### src/rtl/lsf_pkg.sv
package lsf_pkg;
  typedef enum logic [3:0] {
    SQ_IDLE, SQ_CAP_RD, SQ_CAP_FORCE, SQ_WAIT1, SQ_CAP_RD2,
    SQ_CAP_RESTORE, SQ_PL_RD, SQ_PL_WR, SQ_WAIT2, SQ_FINISH
  } seq_state_e;

  typedef enum logic [1:0] {BA_IDLE, BA_REQ, BA_RESP} bus_state_e;

  typedef enum logic [1:0] {
    LSF_OK = 2'd0, LSF_TMO_FIRST = 2'd1, LSF_TMO_SECOND = 2'd2
  } lsf_err_e;
endpackage

### src/rtl/lsf_wait_timer.sv
module lsf_wait_timer #(
  parameter int LIMIT = 1000
) (
  input  logic clk,
  input  logic rst_n,
  input  logic run,
  output logic expired
);
  localparam int CW = $clog2(LIMIT + 1);
  localparam logic [CW-1:0] LAST = CW'(LIMIT - 1);
  logic [CW-1:0] cnt;

  always_ff @(posedge clk) begin
    if (!rst_n || !run) cnt <= '0;
    else if (cnt != LAST) cnt <= cnt + 1'b1;
  end

  assign expired = run && (cnt == LAST);
endmodule

### src/rtl/lsf_bus_agent.sv
module lsf_bus_agent
  import lsf_pkg::*;
#(
  parameter int ADDR_W = 12,
  parameter int DATA_W = 32
) (
  input  logic              clk,
  input  logic              rst_n,
  input  logic              go,
  input  logic              wr,
  input  logic [ADDR_W-1:0] addr,
  input  logic [DATA_W-1:0] wdata,
  output logic              done,
  output logic [DATA_W-1:0] rdata,
  output logic              req_valid,
  input  logic              req_ready,
  output logic              req_write,
  output logic [ADDR_W-1:0] req_addr,
  output logic [DATA_W-1:0] req_wdata,
  input  logic              rsp_valid,
  input  logic [DATA_W-1:0] rsp_data
);
  bus_state_e st;

  always_ff @(posedge clk) begin
    if (!rst_n) begin
      st        <= BA_IDLE;
      done      <= 1'b0;
      rdata     <= '0;
      req_valid <= 1'b0;
      req_write <= 1'b0;
      req_addr  <= '0;
      req_wdata <= '0;
    end else begin
      done <= 1'b0;
      unique case (st)
        BA_IDLE: if (go) begin
          req_valid <= 1'b1;
          req_write <= wr;
          req_addr  <= addr;
          req_wdata <= wdata;
          st        <= BA_REQ;
        end
        BA_REQ: if (req_ready) begin
          req_valid <= 1'b0;
          if (req_write) begin
            done <= 1'b1;
            st   <= BA_IDLE;
          end else begin
            st <= BA_RESP;
          end
        end
        BA_RESP: if (rsp_valid) begin
          rdata <= rsp_data;
          done  <= 1'b1;
          st    <= BA_IDLE;
        end
        default: st <= BA_IDLE;
      endcase
    end
  end
endmodule

### src/rtl/lsf_sequencer.sv
module lsf_sequencer
  import lsf_pkg::*;
#(
  parameter int ADDR_W = 12,
  parameter int DATA_W = 32,
  parameter int SLS_W = 4,
  parameter logic [ADDR_W-1:0] CAP_OFF = 12'h07C,
  parameter logic [ADDR_W-1:0] PL_OFF = 12'h80C,
  parameter int SPD_BIT = 17,
  parameter logic [SLS_W-1:0] FORCE_SLS = 4'd1
) (
  input  logic              clk,
  input  logic              rst_n,
  input  logic              start,
  input  logic              link_up,
  input  logic              exp1,
  input  logic              exp2,
  input  logic              bus_done,
  input  logic [DATA_W-1:0] bus_rdata,
  output logic              go,
  output logic              bus_wr,
  output logic [ADDR_W-1:0] bus_addr,
  output logic [DATA_W-1:0] bus_wdata,
  output logic              run1,
  output logic              run2,
  output logic              busy,
  output logic              done,
  output logic [1:0]        err_code,
  output logic              ro_wr_en,
  output logic              train_en
);
  localparam logic [DATA_W-1:0] SPD_MASK = DATA_W'(1) << SPD_BIT;

  seq_state_e      state;
  logic            issued;
  logic            bus_state;
  logic [SLS_W-1:0] saved;

  always_comb begin
    bus_state = 1'b1;
    bus_wr    = 1'b0;
    bus_addr  = CAP_OFF;
    bus_wdata = bus_rdata;
    unique case (state)
      SQ_CAP_RD, SQ_CAP_RD2: ;
      SQ_CAP_FORCE: begin
        bus_wr    = 1'b1;
        bus_wdata = {bus_rdata[DATA_W-1:SLS_W], FORCE_SLS};
      end
      SQ_CAP_RESTORE: begin
        bus_wr    = 1'b1;
        bus_wdata = {bus_rdata[DATA_W-1:SLS_W], saved};
      end
      SQ_PL_RD: bus_addr = PL_OFF;
      SQ_PL_WR: begin
        bus_wr    = 1'b1;
        bus_addr  = PL_OFF;
        bus_wdata = bus_rdata | SPD_MASK;
      end
      default: bus_state = 1'b0;
    endcase
  end

  assign go   = bus_state && !issued;
  assign run1 = (state == SQ_WAIT1);
  assign run2 = (state == SQ_WAIT2);
  assign busy = (state != SQ_IDLE);

  always_ff @(posedge clk) begin
    if (!rst_n) begin
      state    <= SQ_IDLE;
      issued   <= 1'b0;
      saved    <= '0;
      done     <= 1'b0;
      err_code <= LSF_OK;
      ro_wr_en <= 1'b0;
      train_en <= 1'b0;
    end else begin
      done <= 1'b0;
      if (go) issued <= 1'b1;
      if (bus_done) issued <= 1'b0;
      unique case (state)
        SQ_IDLE: if (start) begin
          ro_wr_en <= 1'b1;
          err_code <= LSF_OK;
          state    <= SQ_CAP_RD;
        end
        SQ_CAP_RD: if (bus_done) begin
          saved <= bus_rdata[SLS_W-1:0];
          state <= SQ_CAP_FORCE;
        end
        SQ_CAP_FORCE: if (bus_done) begin
          train_en <= 1'b1;
          state    <= SQ_WAIT1;
        end
        SQ_WAIT1: begin
          if (link_up) state <= SQ_CAP_RD2;
          else if (exp1) begin
            err_code <= LSF_TMO_FIRST;
            state    <= SQ_FINISH;
          end
        end
        SQ_CAP_RD2: if (bus_done) begin
          if (bus_rdata[SLS_W-1:0] == saved) state <= SQ_FINISH;
          else state <= SQ_CAP_RESTORE;
        end
        SQ_CAP_RESTORE: if (bus_done) state <= SQ_PL_RD;
        SQ_PL_RD: if (bus_done) state <= SQ_PL_WR;
        SQ_PL_WR: if (bus_done) state <= SQ_WAIT2;
        SQ_WAIT2: begin
          if (link_up) state <= SQ_FINISH;
          else if (exp2) begin
            err_code <= LSF_TMO_SECOND;
            state    <= SQ_FINISH;
          end
        end
        SQ_FINISH: begin
          ro_wr_en <= 1'b0;
          done     <= 1'b1;
          state    <= SQ_IDLE;
        end
        default: state <= SQ_IDLE;
      endcase
    end
  end
endmodule

### src/rtl/link_speed_fallback.sv
module link_speed_fallback #(
  parameter int ADDR_W = 12,
  parameter int DATA_W = 32,
  parameter logic [ADDR_W-1:0] CAP_OFF = 12'h07C,
  parameter logic [ADDR_W-1:0] PL_OFF = 12'h80C,
  parameter int SPD_BIT = 17,
  parameter int WAIT1_CYC = 1000000,
  parameter int WAIT2_CYC = 1000000
) (
  input  logic              clk,
  input  logic              rst_n,
  input  logic              start,
  input  logic              link_up,
  output logic              busy,
  output logic              done,
  output logic [1:0]        err_code,
  output logic              ro_wr_en,
  output logic              train_en,
  output logic              req_valid,
  input  logic              req_ready,
  output logic              req_write,
  output logic [ADDR_W-1:0] req_addr,
  output logic [DATA_W-1:0] req_wdata,
  input  logic              rsp_valid,
  input  logic [DATA_W-1:0] rsp_data
);
  localparam int SLS_W = 4;
  localparam int NWAIT = 2;
  localparam int LIMITS [NWAIT] = '{WAIT1_CYC, WAIT2_CYC};

  logic              go, bus_wr, bus_done;
  logic [ADDR_W-1:0] bus_addr;
  logic [DATA_W-1:0] bus_wdata, bus_rdata;
  logic [NWAIT-1:0]  run, expired;

  lsf_sequencer #(
    .ADDR_W(ADDR_W), .DATA_W(DATA_W), .SLS_W(SLS_W),
    .CAP_OFF(CAP_OFF), .PL_OFF(PL_OFF), .SPD_BIT(SPD_BIT),
    .FORCE_SLS(4'd1)
  ) u_seq (
    .clk(clk), .rst_n(rst_n), .start(start), .link_up(link_up),
    .exp1(expired[0]), .exp2(expired[1]),
    .bus_done(bus_done), .bus_rdata(bus_rdata),
    .go(go), .bus_wr(bus_wr), .bus_addr(bus_addr), .bus_wdata(bus_wdata),
    .run1(run[0]), .run2(run[1]),
    .busy(busy), .done(done), .err_code(err_code),
    .ro_wr_en(ro_wr_en), .train_en(train_en)
  );

  lsf_bus_agent #(.ADDR_W(ADDR_W), .DATA_W(DATA_W)) u_bus (
    .clk(clk), .rst_n(rst_n), .go(go), .wr(bus_wr), .addr(bus_addr),
    .wdata(bus_wdata), .done(bus_done), .rdata(bus_rdata),
    .req_valid(req_valid), .req_ready(req_ready), .req_write(req_write),
    .req_addr(req_addr), .req_wdata(req_wdata),
    .rsp_valid(rsp_valid), .rsp_data(rsp_data)
  );

  for (genvar i = 0; i < NWAIT; i++) begin : g_wait
    lsf_wait_timer #(.LIMIT(LIMITS[i])) u_tmr (
      .clk(clk), .rst_n(rst_n), .run(run[i]), .expired(expired[i])
    );
  end
endmodule

### config.mk
export PLATFORM = sky130hd
export DESIGN_NAME = link_speed_fallback
export DESIGN_NICKNAME = d
export VERILOG_FILES = /design/src/rtl/lsf_pkg.sv /design/src/rtl/lsf_wait_timer.sv /design/src/rtl/lsf_bus_agent.sv /design/src/rtl/lsf_sequencer.sv /design/src/rtl/link_speed_fallback.sv
export SDC_FILE = /design/constraint.sdc
export NUM_CORES = 1
export LEC_CHECK = 0
export ABC_AREA = 1
export BUFFER_PORTS_ARGS = -buffer_cell sky130_fd_sc_hd__buf_4
export CAP_MARGIN = 15
export CORE_UTILIZATION = 45
export DETAILED_ROUTE_END_ITERATION = 7
export PLACE_DENSITY = 0.73
export SYNTH_ARGS = -nofsm -noshare
export SYNTH_HDL_FRONTEND = slang
export SYNTH_SLANG_ARGS = --single-unit
### constraint.sdc
create_clock -name clk -period 1.8 [get_ports clk]
set_input_delay 0.18 -clock clk [delete_from_list [all_inputs] [get_ports clk]]
set_output_delay 0.18 -clock clk [all_outputs]
set_load 0.02 [all_outputs]
### Word level (Yosys, flattened, before mapping)

Index checks and enable logic that the tools add are counted.

| word-level totals | value |
|---|---|
| bits in registers | 135 |
| latch bits | 0 |
| memory bits (writable) | 0 |
| memory bits (read-only) | 0 |
| input bits | 38 |
| output and inout bits | 52 |
| word-level logic and storage cells | 117 |
| memories kept | 0 |

| cells by class | value |
|---|---|
| add/sub/neg operators | 2 |
| multiply operators | 0 |
| divide/modulo/power cells | 0 |
| $lt $le $gt $ge | 0 |
| equal/unequal tests | 32 |
| shifts and indexed selects | 0 |
| mux-type cells | 38 |
| bitwise gates (word level) | 1 |
| reductions and logical operators | 28 |

Operators with widths:

| kind | number |
|---|---|
| 18-bit case mux with 3 select lines | 1 |
| 4-bit two-way mux | 12 |
| 20-bit by 1-bit adder with 20-bit output (second input constant) | 2 |
| 20-bit equality test (second input constant) | 2 |
| 20-bit inequality test (second input constant) | 2 |
| 4-bit case mux with 9 select lines | 1 |
| 2-bit two-way mux | 9 |
| 4-bit by 3-bit equality test with 1-bit output (second input constant) | 4 |
| 2-bit inequality test (second input constant) | 8 |
| 12-bit two-way mux | 1 |
| 2-bit by 1-bit inequality test with 1-bit output (second input constant) | 6 |
| 2-bit case mux with 3 select lines | 2 |
| 2-bit AND reduction | 5 |
| 1-bit two-way mux | 9 |
| 9-bit AND reduction | 1 |
| 4-bit by 2-bit equality test with 1-bit output (second input constant) | 2 |
| 4-bit equality test (second input constant) | 2 |
| 3-bit inequality test (second input constant) | 2 |
| 1-bit case mux with 2 select lines | 3 |
| 3-bit AND reduction | 2 |
| 6-bit AND reduction | 1 |
| 6-bit OR reduction | 1 |
| 4-bit by 1-bit equality test with 1-bit output (second input constant) | 1 |
| 4-bit equality test | 1 |
| other kinds (13) | 21 |

### Depth between registers and ports, before layout

| logic depth | value |
|---|---|
| depth after elaboration | 6 |
| gate-level depth with buffers | 10 |
| depth with buffers taken out | 10 |

### Cells and area by module

A second synthesis with hierarchy kept.

| second synthesis, totals | value |
|---|---|
| cells, all modules | 935 |
| area, all modules | 6,516.2 um^2 |

By module, submodules not included:

| module | instances | cells an instance | area each (um^2) |
|---|---|---|---|
| lsf_bus_agent | 1 | 374 | 2,926.6 |
| lsf_wait_timer (g_wait[0].u_tmr) | 1 | 179 | 1,218.7 |
| lsf_sequencer | 1 | 195 | 1,186.1 |
| lsf_wait_timer (g_wait[1].u_tmr) | 1 | 187 | 1,184.9 |

### Least setup slack after synthesis

Ideal clock, no wire load.

| timing path | value |
|---|---|
| kind | reg2reg |
| start | reg g_wait[0].u_tmr.cnt[0] |
| end | reg u_seq.state[2] |
| arrival | 1.418 ns |
| data required time | 1.687 ns |
| slack | 0.269 ns |
| stages on the path, launching flop included | 9 |
| period minus slack after synthesis | 1.531 ns |
| cells stage by stage | dfxtp_1 -> ha_1 -> nand3_1 -> nor2_2 -> nand3_2 -> nand3_2 -> nand3_2 -> nor2_1 -> nor2_1 |

| between the ends | value |
|---|---|
| longest elaborated chain between the ends | 4 |

RTL lines:

| what | line | text |
|---|---|---|
| start: declaration | lsf_wait_timer.sv:11 | `logic [CW-1:0] cnt;` |
| start signal: assignment | lsf_wait_timer.sv:15 | `else if (cnt != LAST) cnt <= cnt + 1'b1;` |
| 20-bit equality test | lsf_wait_timer.sv:18 | `assign expired = run && (cnt == LAST);` |
| 1-bit logical AND | lsf_wait_timer.sv:18 |  |
| 3-bit inequality test (no line) | -- |  |
| 9-bit AND reduction (no line) | -- |  |
| end signal: assignment | lsf_sequencer.sv:71 | `state <= SQ_IDLE;` |
| end signal: assignment | lsf_sequencer.sv:86 | `state <= SQ_CAP_RD;` |
| end signal: assignment | lsf_sequencer.sv:90 | `state <= SQ_CAP_FORCE;` |
| end: declaration | lsf_sequencer.sv:34 | `seq_state_e state;` |

No other way between the ends.
A chain may end at the register's enable or synchronous reset.

### Final worst setup path

| timing path | value |
|---|---|
| start | reg g_wait[0].u_tmr.cnt[0] |
| end | reg g_wait[0].u_tmr.cnt[0] |

| between the ends | value |
|---|---|
| longest elaborated chain between the ends | 1 |
| elaborated cells on any way between the ends | 2 |

RTL lines:

| what | line |
|---|---|
| 20-bit by 1-bit adder with 20-bit output or 20-bit inequality test (tied branches) | lsf_wait_timer.sv:15 |

Parallel ways exist; a longest one is shown, timed or not.

==> results.md <==
- Dpl hpwl: ~8700 um
- CTS tree: built
- FF+latch count, synth: about 130
- Final setup fails: 0
- I/O pin total: 90
- Hold_buf cts: 0
- Commonest register cell after synthesis: dfxtp_1
- Cell Area, Synth: around 0.0055 mm^2
- RSZ-0062 raised after global routing: false
- Peak VDD IR: 0.7300 mV
- Initial drt markers: 256
- Synth area leaders: dfxtp_1 (45%), nand2_1 (11%), nor2_1 (8.3%)
- CTS root buf: clkbuf_16
- Routed wire length: between 10000 and 15000 um
- Hold Fails Final Rpt: 0
- Global-route wire length before repair: 21760 um
- Top cell type's share of synthesized area: 45.46%
- Arrival time worst endpoint: 1.94 ns
- # diodes: 0
- Yosys cell types: 43
- Number of flops mapped to enable cells by yosys: 0
- Gr usage total: 21.22%
- Num rows: 40
- CP required: approximately 2.1 ns
- Crit start category: flop
- PwrDens: around 1300 mW/mm^2
- Area Overhead vs Synth: 24.37%
- Setup TNS: 0 ns
- DR pass1 iterations: 5
- Run status: complete, no violations
- Mapped Cells: ~760
- Crit path max fanout: 7
- DR WL/cell: roughly 13 um
- WHS: 0.01539 ns
- Ys Warns: 0
- Clock insertion delay at the later pin of the skew report: approximately 0.41 ns
- Hold Path Class: in2reg
- Largest net degree at the start of global routing: 50
- Max-slew violation count: 0
- LEAKAGE: about 2.7 nW
- FFs w/ async S/R, synth: 0%
- Count leader, synth: nand2_1
- Sequential share of the synthesized area: 45.46%
- Fillcell total: approximately 1100
- Total clock sinks: between 100 and 150
- Layout cell share with drive strength beyond 1: a little under a fifth
- Vias in the first global route: ~4700
- Gr ovfl total: 0
- Via count of the routed design: 5073
- Critical path class: reg2reg
- Fmax: between 600 and 700 MHz
- DRC errors left: 0
- Via/cell ratio: roughly 5.0
- Clk pin slew, worst setup/hold paths: about 0.060 ns
- Clock Skew: 0.005429 ns
- Max Root-Sink Buffers: 2
- Commonest cells post-synth: nand2_1 (157), dfxtp_1 (126), nor2_1 (122), a21oi_1 (73), inv_1 (63)
- Initial core utilization: 46.20%
- Core ar.: around 0.012 mm^2
- Die Y-Extent: around 110 um
- GP Congestion: roughly 0.85
- # port buffers: 83
- H-Tree Depth: 4
- Post-route ant nets: 0
- Total Power: roughly 9 mW
- Syn Area/Cell: around 7.3 um^2
- Final Cycle Share: between 90% and 100%
- Total of max-cap violations: 0
- Nets: roughly 890
- Min Clock Period, post-route: between 1.5 and 2 ns
- Initial antenna violation count: 0
- Area of the die: between 0.01 and 0.015 mm^2
- Die width: 113.0 um
- Total CTS buffers: 17
- Element type at the critical path end: flop
- Cell taking the most area after synthesis: dfxtp_1
## where the power goes
group	leakage, nW	total, mW	switching, mW	internal (mW)
Combinational	1.41	2.55	1.62	0.926
Clock	0.272	3.38	1.24	2.15
Sequential	1.02	3.31	0.204	3.11
Total	2.70	9.24	3.07	6.18
## sequential cells by signal (all words and copies together), names as in the netlist
signal            cells
u_bus.st              2
u_bus.rdata          32
u_seq.err_code        2
u_seq.done            1
u_bus.req_addr        3
u_bus.req_valid       1
u_seq.train_en        1
u_seq.issued          1
g_wait.u_tmr.cnt     40
u_seq.ro_wr_en        1
u_bus.req_write       1
u_seq.state           4
u_seq.saved           4
u_bus.done            1
u_bus.req_wdata      32
## path summary, 6_finish.rpt
| path | start | to | slack, ns | depth (start not counted) |
|---|---|---|---|---|
| worst min register to register | u_bus.rdata[14] | u_bus.req_wdata[14] | 0.46 | 2 |
| worst max register to register | g_wait[0].u_tmr.cnt[0] | g_wait[0].u_tmr.cnt[0] | 0.15 | 7 |
| worst min-delay path | rsp_data[27] | u_bus.rdata[27] | 0.02 | 3 |
| worst max-delay path | g_wait[0].u_tmr.cnt[0] | g_wait[0].u_tmr.cnt[0] | 0.15 | 7 |
## stage by stage
stage	instances	setup slack, ns	area (um^2)	util [%]
global route	1009	0.01584	6902	57.46
finish	1009	0.1463	6902	57.46
global placement	978	0.2072	6295	52.41
CTS	1009	0.1423	6880	57.28
detailed placement	978	0.1543	6295	52.41
floorplan	768	0.2694	5568	-
## critical path, cell delays in order (launching register included)
cell and delay [ns]:
dfxtp_1 0.42, ha_2 0.25, nand3_1 0.16, nor2_2 0.19
nand3_2 0.11, buf_4 0.20, xnor2_1 0.14, nor2_1 0.06
## logic make-up (layout without fill, tap and decap cells)
family	after synthesis	count (layout)	share of synthesized area (%)
buf+inv	102	196	8.072
xor+xnor	10	10	1.578
fa+ha+maj	5	5	1.127
flops	126	126	45.46
compound gates	147	147	14.00
simple gates	372	372	29.70
other cells	1	6	0.06758
## cell usage in the layout, fill, tap and decap left out, drive strengths merged, types with 3 or more instances in the layout
cell	n
nand3	37
conb	6
nand3b	5
o22ai	4
buf	95
clkbuf	23
clkinvlp	4
a31oi	4
xor2	6
dfxtp	126
or2	10
a21oi	74
o211ai	3
ha	5
nand4	12
nand2	160
inv	71
o21ai	56
xnor2	4
nor2	129
nor3	14
## cell type report
type	count	area, um^2	area share (%)
flip-flops and latches	126	2522	36.55
inverters	70	265.3	3.843
well taps	147	183.9	2.665
clock buffers	23	478.0	6.925
clock inverters	8	107.6	1.559
multi-input cells	540	2619	37.94
repair buffers	95	725.7	10.51
## what timing repair did
item / in CTS / in global routing
endpoints found under the setup margin: 0 / 6
buffers inserted: 0 / 0
gates resized for setup: 0 / 5
## metal layers
metal  track usage [%]  part of all wire, %
met5                 0                    0
met1             25.44                   46
met3             7.713                  6.3
met4             6.491                  1.5
met2             35.50                   46
No activity file was read; power rests on OpenSTA's default activity.
